==> config.mk <==
export PLATFORM = sky130hd
export DESIGN_NAME = bidir_strobe_port
export DESIGN_NICKNAME = d
export VERILOG_FILES = /design/src/rtl/bsp_pkg.sv /design/src/rtl/bsp_fall_detect.sv /design/src/rtl/bsp_out_chan.sv /design/src/rtl/bsp_in_chan.sv /design/src/rtl/bsp_irq_ctrl.sv /design/src/rtl/bidir_strobe_port.sv
export SDC_FILE = /design/constraint.sdc
export NUM_CORES = 1
export LEC_CHECK = 0
export BUFFER_PORTS_ARGS = -buffer_cell sky130_fd_sc_hd__buf_2
export CORE_UTILIZATION = 42
export CTS_CLUSTER_DIAMETER = 60
export DETAILED_ROUTE_END_ITERATION = 10
export GPL_TIMING_DRIVEN = 0
export PLACE_DENSITY = 0.77
export SLEW_MARGIN = 20
export SYNTH_ARGS = -nofsm -noshare
export SYNTH_HDL_FRONTEND = slang
export SYNTH_SLANG_ARGS = --single-unit
==> constraint.sdc <==
create_clock -name clk -period 1.1 [get_ports clk]
set_clock_uncertainty 0.05 [all_clocks]
set_input_delay 0.055 -clock clk [delete_from_list [all_inputs] [get_ports clk]]
set_output_delay 0.055 -clock clk [all_outputs]
set_load 0.05 [all_outputs]
==> src/rtl/bsp_pkg.sv <==
// Package: shared constants and the command type for the strobed port.
// Assumes: one 8-bit data path and a 3-bit set/reset bit selector.
package bsp_pkg;
    localparam int DATA_W       = 8;
    localparam int BSR_SEL_W    = 3;
    localparam int INTE_OUT_POS = 6;
    localparam int INTE_IN_POS  = 4;
    localparam int N_INTE       = 2;

    typedef struct packed {
        logic                 en;
        logic [BSR_SEL_W-1:0] sel;
        logic                 val;
    } bsr_cmd_t;
endpackage

==> src/rtl/bsp_fall_detect.sv <==
// Module: detects the falling edge of an active-low control input.
// Assumes: sig_n is synchronous to clk; it reads as idle (1) during reset.
module bsp_fall_detect (
    input  logic clk,
    input  logic rst_n,
    input  logic sig_n,
    output logic fall
);
    logic prev_q;

    // Hold the previous sampled level of the input.
    always_ff @(posedge clk) begin
        if (!rst_n) prev_q <= 1'b1;
        else        prev_q <= sig_n;
    end

    // A falling edge is low now and high in the previous cycle.
    always_comb fall = prev_q & ~sig_n;
endmodule

==> src/rtl/bsp_out_chan.sv <==
// Module: output latch and output-buffer-full flag.
// Assumes: a write in the same cycle as an acknowledge edge wins.
module bsp_out_chan #(
    parameter int W = 8
) (
    input  logic         clk,
    input  logic         rst_n,
    input  logic         wr_en,
    input  logic [W-1:0] wdata,
    input  logic         ack_fall,
    output logic         obf_n,
    output logic [W-1:0] latch
);
    // Capture CPU data into the output latch.
    always_ff @(posedge clk) begin
        if (!rst_n)     latch <= '0;
        else if (wr_en) latch <= wdata;
    end

    // Drive buffer-full low on a write and release it on an acknowledge edge.
    always_ff @(posedge clk) begin
        if (!rst_n)        obf_n <= 1'b1;
        else if (wr_en)    obf_n <= 1'b0;
        else if (ack_fall) obf_n <= 1'b1;
    end
endmodule

==> src/rtl/bsp_in_chan.sv <==
// Module: input latch and input-buffer-full flag.
// Assumes: a strobe edge in the same cycle as a CPU read wins.
module bsp_in_chan #(
    parameter int W = 8
) (
    input  logic         clk,
    input  logic         rst_n,
    input  logic         stb_fall,
    input  logic         rd_en,
    input  logic [W-1:0] pad_in,
    output logic         ibf,
    output logic [W-1:0] latch
);
    // Load the pin value into the input latch on a strobe edge.
    always_ff @(posedge clk) begin
        if (!rst_n)        latch <= '0;
        else if (stb_fall) latch <= pad_in;
    end

    // Set buffer-full on a strobe edge and clear it on a CPU read.
    always_ff @(posedge clk) begin
        if (!rst_n)        ibf <= 1'b0;
        else if (stb_fall) ibf <= 1'b1;
        else if (rd_en)    ibf <= 1'b0;
    end
endmodule

==> src/rtl/bsp_irq_ctrl.sv <==
// Module: the two interrupt-enable flops and the combined request.
// Assumes: enable index 0 serves the output direction and index 1 the input direction.
module bsp_irq_ctrl
    import bsp_pkg::*;
(
    input  logic     clk,
    input  logic     rst_n,
    input  bsr_cmd_t cmd,
    input  logic     obf_n,
    input  logic     ack_n,
    input  logic     ibf,
    input  logic     stb_n,
    output logic     intr
);
    localparam int SEL_POS [N_INTE] = '{INTE_OUT_POS, INTE_IN_POS};

    logic [N_INTE-1:0] inte_q;

    genvar g;
    generate
        for (g = 0; g < N_INTE; g++) begin : g_inte
            // Update this enable only when the command addresses its bit.
            always_ff @(posedge clk) begin
                if (!rst_n)
                    inte_q[g] <= 1'b0;
                else if (cmd.en && (cmd.sel == BSR_SEL_W'(SEL_POS[g])))
                    inte_q[g] <= cmd.val;
            end
        end
    endgenerate

    // Merge both direction requests into the single interrupt line.
    always_comb intr = (inte_q[0] & obf_n & ack_n) | (inte_q[1] & ibf & stb_n);
endmodule

==> src/rtl/bidir_strobe_port.sv <==
// Module: top of the strobed bidirectional port.
// Assumes: all inputs are synchronous to clk; the pad wrapper builds the tristate from pad_oe.
module bidir_strobe_port
    import bsp_pkg::*;
(
    input  logic              clk,
    input  logic              rst_n,
    input  logic              cpu_wr,
    input  logic [DATA_W-1:0] cpu_wdata,
    input  logic              cpu_rd,
    output logic [DATA_W-1:0] cpu_rdata,
    input  logic              bsr_en,
    input  logic [BSR_SEL_W-1:0] bsr_sel,
    input  logic              bsr_val,
    input  logic              stb_n,
    input  logic              ack_n,
    input  logic [DATA_W-1:0] pad_in,
    output logic [DATA_W-1:0] pad_out,
    output logic              pad_oe,
    output logic              obf_n,
    output logic              ibf,
    output logic              intr
);
    logic     ack_fall;
    logic     stb_fall;
    bsr_cmd_t cmd;

    // Pack the set/reset command fields.
    always_comb cmd = '{en: bsr_en, sel: bsr_sel, val: bsr_val};

    // Acknowledge low is the only driver enable.
    always_comb pad_oe = ~ack_n;

    bsp_fall_detect u_ack_edge (.clk(clk), .rst_n(rst_n), .sig_n(ack_n), .fall(ack_fall));
    bsp_fall_detect u_stb_edge (.clk(clk), .rst_n(rst_n), .sig_n(stb_n), .fall(stb_fall));

    bsp_out_chan #(.W(DATA_W)) u_out (
        .clk(clk), .rst_n(rst_n), .wr_en(cpu_wr), .wdata(cpu_wdata),
        .ack_fall(ack_fall), .obf_n(obf_n), .latch(pad_out)
    );

    bsp_in_chan #(.W(DATA_W)) u_in (
        .clk(clk), .rst_n(rst_n), .stb_fall(stb_fall), .rd_en(cpu_rd),
        .pad_in(pad_in), .ibf(ibf), .latch(cpu_rdata)
    );

    bsp_irq_ctrl u_irq (
        .clk(clk), .rst_n(rst_n), .cmd(cmd), .obf_n(obf_n), .ack_n(ack_n),
        .ibf(ibf), .stb_n(stb_n), .intr(intr)
    );
endmodule

==> load_flow_metrics.sql, run 1 <==
INSERT INTO impl_metrics (metric_group, metric, value, unit) VALUES
('worst_setup_path', 'sequence_of_cells_on_the_critical_path', 'nand3_1 > nand2_2 > buf_8', ''),
('sta', 'finalHoldViolCount', '0', ''),
('place', 'post-place-cells', '158', ''),
('worst_setup_path', 'critical_path_arrival', '0.95', 'ns'),
('synthesis', 'synth-seq-area-share', '51.1', '%'),
('sta', 'max_clock_freq', '945', 'MHz'),
('floorplanning', 'core.rowCount', '16', ''),
('worst_setup_path', 'critical_path.startpoint_type', 'flip-flop', ''),
('sta', 'setup_viol_count_final', '0', ''),
('layout', 'insertedDiodeCount', '0', ''),
('layout', 'design.final.nets', '185', ''),
('routing', 'initialDrtViolationCount', '6', ''),
('sta', 'final.setup.tns', '0', 'ns'),
('synthesis', 'synth_seq_cells', '22', ''),
('place', 'hpwlAfterDp', '1290', 'um'),
('routing', 'detailedRoute.firstPassIterationCount', '4', ''),
('routing', 'antenna_violating_nets_post_route', '0', ''),
('global_routing', 'grt.busiest_layer', 'met2', ''),
('min_path', 'worstHoldPathType', 'primary input to flip-flop', ''),
('cts', 'cts_tree', 'built', ''),
('place', 'gp_routability_congestion', '0.686', ''),
('global_routing', 'global_route.usage.met1', '24.9', '%'),
('global_routing', 'wire_length_of_the_first_global_routing_pass', '3080', 'um'),
('worst_setup_path', 'worst-setup-path-type', 'flip-flop to output port', ''),
('sta', 'rsz0062_at_grt', 'yes', ''),
('floorplanning', 'initial_utilization', '44.4', '%'),
('global_routing', 'all_layer_gr_usage', '19.9', '%'),
('worst_setup_path', 'crit-reg2reg-launch', 'u_stb_edge.prev_q', ''),
('cts', 'cts_setup_buffers', '0', ''),
('floorplanning', 'floorplan.die_area', '0.00224', 'mm^2'),
('global_routing', 'groute.layer.met3.usage', '2.31', '%'),
('floorplanning', 'design.core.area', '0.00194', 'mm^2'),
('synthesis', 'avg_synthesized_cell_area', '10.0', 'um^2'),
('routing', 'via_per_inst', '4.57', ''),
('global_routing', 'globalRoute.totalOverflow', '0', ''),
('cts', 'worst_setup_hold_path_clk_slew', '0.11', 'ns'),
('global_routing', 'initial_antenna_violation_count', '0', ''),
('worst_setup_path', 'critPathRequiredTime', '1.00', 'ns'),
('cts', 'tritoncts.num_buffers', '3', ''),
('worst_setup_path', 'cpMaxStageDelayCell', 'sky130_fd_sc_hd__dfxtp_2', ''),
('sta', 'drv_slew', '0', ''),
('global_routing', 'grtUsageMet2', '33.4', '%'),
('layout', 'ff_latch_area', '444', 'um^2'),
('routing', 'average_wire_per_cell_in_the_routed_design', '11.7', 'um'),
('synthesis', 'synthesized_netlist_net_count', '113', ''),
('layout', 'area_occupied_by_multi_input_gates', '397', 'um^2'),
('worst_setup_path', 'endpoint_kind', 'output port', ''),
('sta', 'final_critical_path_share_of_the_clock_period', '96.2', '%'),
('pwr', 'max_rail_drop_vdd', '744', 'uV'),
('cts', 'cts-htree-levels', '1', ''),
('pwr', 'leakagePower', '0.000653', 'uW'),
('sta', 'worst_pin_slew', '0.260', 'ns'),
('floorplanning', 'design.portCount', '47', ''),
('layout', 'fraction_of_final_layout_cells_with_drive_strength_greater_than_1', '42.9', '%'),
('worst_setup_path', 'cp-startpoint', 'u_in.ibf', ''),
('cts', 'ctsRootBufferMaster', 'sky130_fd_sc_hd__clkbuf_4', ''),
('synthesis', 'netlist_instances', '86', ''),
('sta', 'timing.hold.ws', '0.00995', 'ns'),
('layout', 'area_growth', '60.8', '%'),
('run', 'maxCapViolCount', '0', ''),
('layout', 'n_fill_cell', '155', ''),
('outcome', 'outcome', 'finished clean', ''),
('sta', 'period_minus_slack', '1.06', 'ns'),
('synthesis', 'synth_cell_types', '18', ''),
('min_path', 'worst_hold_startpoint', 'cpu_wr', ''),
('routing', 'detailed_route_wl', '2130', 'um'),
('worst_setup_path', 'critical_path.max_fanout', '3', ''),
('synthesis', 'synth_area', '862', 'um^2'),
('cts', 'cts_sinks', '22', ''),
('cts', 'clock_tree.buffer_depth', '2', ''),
('sta', 'normalized_max_slew_margin', '82.8', '%'),
('worst_setup_path', 'delay_contributed_by_the_slowest_stage_of_the_critical_path', '0.36', 'ns'),
('global_routing', 'maximum_number_of_pins_on_one_net_before_global_route_repair', '12', ''),
('routing', 'route.vias.total', '837', ''),
('floorplanning', 'die_h', '47.3', 'um'),
('global_routing', 'grt_pass1_vias', '736', ''),
('floorplanning', 'width_of_the_chip', '47.3', 'um'),
('pwr', 'pwrdens', '1180', 'mW/mm^2'),
('synthesis', 'synth_warnings', '0', ''),
('layout', 'instances_no_fill', '183', ''),
('routing', 'remaining_routing_drc_violations', '0', ''),
('place', 'io_buffer_count', '45', ''),
('cts', 'clk-insertion-delay-late', '0.29', 'ns');
through the flow:
step	util, %	cell area, um^2	total power (uW)	worst slack [ns]
final	71.4	1390	1630	0.0419
after global routing	71.4	1390	1710	-0.0130
after CTS	70.8	1380	1630	0.0166
after detailed placement	58.0	1130	1230	0.149
after global placement	58.0	1130	1230	0.184
after floorplan	-	867	1130	0.119
layout make-up:
cell class                      instances  share of cell area (%)
Clock buffer                            3                    1.62
Tap cell                               27                    2.44
Buffer                                  5                    2.17
Sequential cell                        22                    32.0
Inverter                                1                   0.271
Timing Repair Buffer                   67                    32.9
Multi-Input combinational cell         58                    28.6
kinds of logic (layout without fill, tap and decap cells):
kind of cell | after synthesis | in the layout | share of synthesized area (%)
muxes | 8 | 8 | 9.29
and+or+nand+nor | 36 | 36 | 20.6
AOI/OAI and AO/OA | 14 | 14 | 15.2
DFF | 22 | 22 | 51.1
buffers and inverters | 6 | 76 | 3.77
critical path: cells and delay by family, from the launching register on:
family	cells	cell delay [ns]
DFF	1	0.36
and+or+nand+nor	2	0.17
buffers and inverters	1	0.14
metal layers:
metal | wire (um) | up-vias
met5 | 0 | -
met4 | 51 | 0
met3 | 83 | 6
met2 | 1150 | 25
met1 | 845 | 379
li1 | - | 427
final timing paths:
check                                     end  slack (ns)  cells past startpoint
worst max register to register  u_in.latch[2]        0.11                      4
worst max-delay path                     intr        0.04                      3
worst min-delay path              u_out.obf_n        0.01                      2
worst min register to register  u_in.latch[6]        0.42                      2
what timing repair did:
action	in CTS	in global routing
hold buffers	22	0
setup endpoints to repair	1	9
hold endpoints to repair	21	0
gates resized for setup	2	5
synthesized netlist by cell type:
cell	count	share of area, %
sky130_fd_sc_hd__nand3_1	3	1.7
sky130_fd_sc_hd__dfxtp_1	22	51
sky130_fd_sc_hd__o31ai_1	1	0.87
sky130_fd_sc_hd__nand4b_1	1	1.0
sky130_fd_sc_hd__clkbuf_2	1	0.58
sky130_fd_sc_hd__a21oi_1	1	0.58
sky130_fd_sc_hd__buf_4	2	1.7
sky130_fd_sc_hd__nand2_1	19	8.3
sky130_fd_sc_hd__nor2b_1	9	6.5
sky130_fd_sc_hd__buf_2	1	0.58
sky130_fd_sc_hd__clkbuf_1	1	0.43
sky130_fd_sc_hd__o211ai_1	1	0.87
sky130_fd_sc_hd__nand3b_1	1	0.87
sky130_fd_sc_hd__o21ai_0	2	1.2
sky130_fd_sc_hd__inv_1	1	0.43
sky130_fd_sc_hd__a21boi_2	9	12
sky130_fd_sc_hd__mux2i_1	8	9.3
sky130_fd_sc_hd__nand2b_1	3	2.2
state kept, by name, indices dropped and copies added, names as in the netlist:
name	count
u_out.obf_n	1
u_ack_edge.prev_q	1
u_irq.inte_q	2
u_in.ibf	1
u_out.latch	8
u_in.latch	8
u_stb_edge.prev_q	1
placed cells by master, fill, tap and decap left out, drive strengths merged:
master and count:
buf 48, dlygate4sd3 22, dfxtp 22, nand2 19, a21boi 9, nor2b 9, mux2i 8, clkbuf 5
nand2b 3, nand3 3, o21ai 2, nand4b 1, inv 1, a21oi 1, nand3b 1, o211ai 1
o31ai 1
report_power, final:
| group | switching (uW) | leakage, uW | internal, uW |
|---|---|---|---|
| clock network | 221 | 0.0000138 | 127 |
| registers | 21.8 | 0.000182 | 842 |
| logic | 249 | 0.000457 | 171 |
| total | 492 | 0.000653 | 1140 |
No activity file was read; power rests on OpenSTA's default activity.
==> run 2: changes to the inputs <==
- ABC_AREA: default -> 1
- CORE_UTILIZATION: 42 -> 41
==> load_flow_metrics.sql, run 2 <==
INSERT INTO impl_metrics (metric_group, metric, value, unit) VALUES
('outcome', 'outcome', 'finished clean', ''),
('routing', 'detailed_route_wl', '2180', 'um'),
('worst_setup_path', 'cp-startpoint', 'u_in.ibf', ''),
('pwr', 'power.share.sequential', '45.2', '%'),
('floorplanning', 'floorplan.die_area', '0.00212', 'mm^2'),
('global_routing', 'all_layer_gr_usage', '22.5', '%'),
('layout', 'area_occupied_by_multi_input_gates', '310', 'um^2'),
('min_path', 'worst_hold_startpoint', 'bsr_val', ''),
('cts', 'worst_setup_hold_path_clk_slew', '0.13', 'ns'),
('pwr', 'leakagePower', '0.000689', 'uW'),
('floorplanning', 'design.core.area', '0.00176', 'mm^2'),
('worst_setup_path', 'critical_path.startpoint_type', 'flip-flop', ''),
('synthesis', 'synthesized_netlist_net_count', '131', ''),
('routing', 'antenna_violating_nets_post_route', '0', ''),
('pwr', 'total_switching_power', '568', 'uW'),
('synthesis', 'synthArstFlopShare', '0', '%'),
('layout', 'largestRegisters', 'u_in.latch: 8 flops, u_out.latch: 8 flops, u_irq.inte_q: 2 flops', ''),
('synthesis', 'synth_area', '795', 'um^2'),
('cts', 'cts-htree-levels', '1', ''),
('pwr', 'pwr-share-comb', '23.2', '%'),
('layout', 'area_growth', '67.4', '%'),
('routing', 'initialDrtViolationCount', '15', ''),
('routing', 'average_wire_per_cell_in_the_routed_design', '11.0', 'um'),
('global_routing', 'wire_length_of_the_first_global_routing_pass', '3350', 'um'),
('synthesis', 'top_cells_by_area_synth', 'sky130_fd_sc_hd__dfxtp_1, sky130_fd_sc_hd__nor2_1, sky130_fd_sc_hd__o21ai_0', ''),
('sta', 'final_critical_path_share_of_the_clock_period', '99.1', '%'),
('cts', 'clock_tree.buffer_depth', '2', ''),
('pwr', 'max_rail_drop_vdd', '1080', 'uV'),
('worst_setup_path', 'crit-reg2reg-launch', 'u_stb_edge.prev_q', ''),
('synthesis', 'synth_seq_cells', '22', ''),
('synthesis', 'synth_top_area_cell', 'sky130_fd_sc_hd__dfxtp_1', ''),
('cts', 'cts_tree', 'built', ''),
('pwr', 'clockPowerShare', '31.6', '%'),
('cts', 'tritoncts.num_buffers', '3', ''),
('layout', 'n_fill_cell', '142', ''),
('sta', 'worst_pin_slew', '0.262', 'ns'),
('global_routing', 'maximum_number_of_pins_on_one_net_before_global_route_repair', '14', ''),
('pwr', 'internal_power_component', '1380', 'uW'),
('synthesis', 'avg_synthesized_cell_area', '7.64', 'um^2'),
('min_path', 'worstHoldPathType', 'primary input to flip-flop', ''),
('global_routing', 'globalRoute.totalOverflow', '0', ''),
('sta', 'period_minus_slack', '1.09', 'ns'),
('synthesis', 'synth_warnings', '0', ''),
('routing', 'detailedRoute.firstPassIterationCount', '4', ''),
('pwr', 'pwrdens', '1460', 'mW/mm^2'),
('global_routing', 'initial_antenna_violation_count', '0', ''),
('sta', 'max_clock_freq', '917', 'MHz'),
('synthesis', 'netlist_instances', '104', ''),
('sta', 'pnr_worst_setup_slack', '0.00986', 'ns'),
('sta', 'normalized_max_slew_margin', '82.6', '%'),
('worst_setup_path', 'critPathRequiredTime', '1.00', 'ns'),
('sta', 'final.setup.tns', '0', 'ns'),
('cts', 'cts_setup_buffers', '0', ''),
('sta', 'rsz0062_at_grt', 'yes', ''),
('layout', 'mostFrequentLayoutCell', 'sky130_fd_sc_hd__buf_2', ''),
('synthesis', 'synth-edff-count', '0', ''),
('pwr', 'sw_frac_of_total', '29.2', '%'),
('global_routing', 'grt_pass1_vias', '872', ''),
('synthesis', 'ys_dominant_reg_cell', 'sky130_fd_sc_hd__dfxtp_1', ''),
('floorplanning', 'die_h', '46.0', 'um'),
('synthesis', 'synthMostInstantiatedCell', 'sky130_fd_sc_hd__nor2_1', ''),
('layout', 'final_cell_mix', 'sky130_fd_sc_hd__buf_2, sky130_fd_sc_hd__nor2_1, sky130_fd_sc_hd__dlygate4sd3_1', ''),
('place', 'gp_routability_congestion', '0.707', ''),
('floorplanning', 'design.portCount', '47', ''),
('sta', 'timing.hold.ws', '0.0313', 'ns'),
('layout', 'insertedDiodeCount', '0', ''),
('layout', 'design.final.nets', '202', ''),
('place', 'place_worst_setup_slack', '0.255', 'ns'),
('floorplanning', 'initial_utilization', '45.0', '%'),
('routing', 'via_per_inst', '4.57', ''),
('routing', 'route.vias.total', '909', ''),
('sta', 'drv_slew', '0', ''),
('floorplanning', 'width_of_the_chip', '46.0', 'um'),
('synthesis', 'yosysTopAreaCellShare', '55.4', '%'),
('synthesis', 'synth-seq-area-share', '55.4', '%'),
('layout', 'ff_latch_area', '444', 'um^2'),
('sta', 'finalHoldViolCount', '0', ''),
('worst_setup_path', 'worst-setup-path-type', 'flip-flop to output port', ''),
('worst_setup_path', 'endpoint_kind', 'output port', ''),
('run', 'maxCapViolCount', '0', ''),
('cts', 'clk-insertion-delay-late', '0.30', 'ns'),
('synthesis', 'synth_cell_types', '13', ''),
('floorplanning', 'core.rowCount', '15', ''),
('layout', 'fraction_of_final_layout_cells_with_drive_strength_greater_than_1', '35.1', '%'),
('routing', 'remaining_routing_drc_violations', '0', ''),
('synthesis', 'netlist_top_cells_count', 'sky130_fd_sc_hd__nor2_1, sky130_fd_sc_hd__dfxtp_1, sky130_fd_sc_hd__o21ai_0, sky130_fd_sc_hd__nand2_1, sky130_fd_sc_hd__inv_1', ''),
('cts', 'cts_sinks', '22', ''),
('worst_setup_path', 'critical_path.max_fanout', '3', ''),
('worst_setup_path', 'critical_path_arrival', '0.99', 'ns'),
('pwr', 'power', '1940', 'uW'),
('place', 'io_buffer_count', '46', ''),
('place', 'hpwlAfterDp', '1320', 'um'),
('sta', 'setup_viol_count_final', '0', ''),
('cts', 'ctsRootBufferMaster', 'sky130_fd_sc_hd__clkbuf_4', '');
## run 2: cell count changes after synthesis, moves of 2 or more
cell                       previous run  this run
sky130_fd_sc_hd__o21ai_0              2        17
sky130_fd_sc_hd__nor2_1               0        37
sky130_fd_sc_hd__a21boi_2             9         0
sky130_fd_sc_hd__inv_1                1         7
sky130_fd_sc_hd__nand2b_1             3         0
sky130_fd_sc_hd__inv_2                0         2
sky130_fd_sc_hd__nor2b_1              9         0
sky130_fd_sc_hd__mux2i_1              8         0
sky130_fd_sc_hd__nand2_1             19         8
## run 2: worst paths after layout
check / depth (start not counted) / slack (ns) / endpoint
worst max-delay path: 3 / 0.01 / intr
worst min-delay path: 5 / 0.03 / u_irq.inte_q[0]
worst max register to register: 4 / 0.25 / u_in.latch[6]
worst min register to register: 2 / 0.44 / u_in.latch[2]
## run 2: per-stage QoR
step / utilization, % / cell area [um^2] / cells
final: 75.4 / 1330 / 199
after global routing: 75.4 / 1330 / 199
after CTS: 75.3 / 1330 / 199
after detailed placement: 60.1 / 1060 / 175
after global placement: 60.1 / 1060 / 175
after floorplan: - / 800 / 104
## run 2: final cells by class
cell class              count  share of cell area [%]
clock inverters             1                    2.26
clock buffers               3                    1.69
flip-flops and latches     22                    33.4
multi-input cells          70                    23.3
plain buffers               2                   0.941
repair buffers             66                    33.1
well taps                  25                    2.35
inverters                  10                    2.92
## run 2: layer usage
layer  vias to the layer above  share of wire, %  GRT usage, %
met5                         -                 0             0
met2                        36                50          41.1
met1                       403                42          23.5
met4                         0               1.1          11.8
li1                        466                 -             -
met3                         4               6.7          5.16
## run 2: what timing repair did
item | CTS | global route
hold buffers | 20 | 0
setup endpoints to repair | 1 | 1
gates resized for setup | 4 | 1
pin swaps | 1 | 2
hold endpoints to repair | 19 | 0
## run 2: critical path, stage by stage (launching register included)
cell,delay (ns)
sky130_fd_sc_hd__dfxtp_2,0.37
sky130_fd_sc_hd__nand3_2,0.08
sky130_fd_sc_hd__nand2_2,0.09
sky130_fd_sc_hd__buf_8,0.14
## run 2: cells by family (layout without fill, tap and decap cells)
kind of cell,count (synthesis),in the layout,share of synthesized area [%]
buf+inv,12,82,6.46
flops,22,22,55.4
simple gates,50,50,25.2
compound gates,20,20,12.9
## run 2: power by group through the flow
| stage | Clock (uW) | Sequential, uW | Combinational, uW |
|---|---|---|---|
| floorplan | 0 | 1060 | 104 |
| global placement | 0 | 893 | 381 |
| detailed placement | 0 | 894 | 389 |
| CTS | 624 | 878 | 446 |
| global route | 668 | 885 | 482 |
| finish | 613 | 879 | 451 |
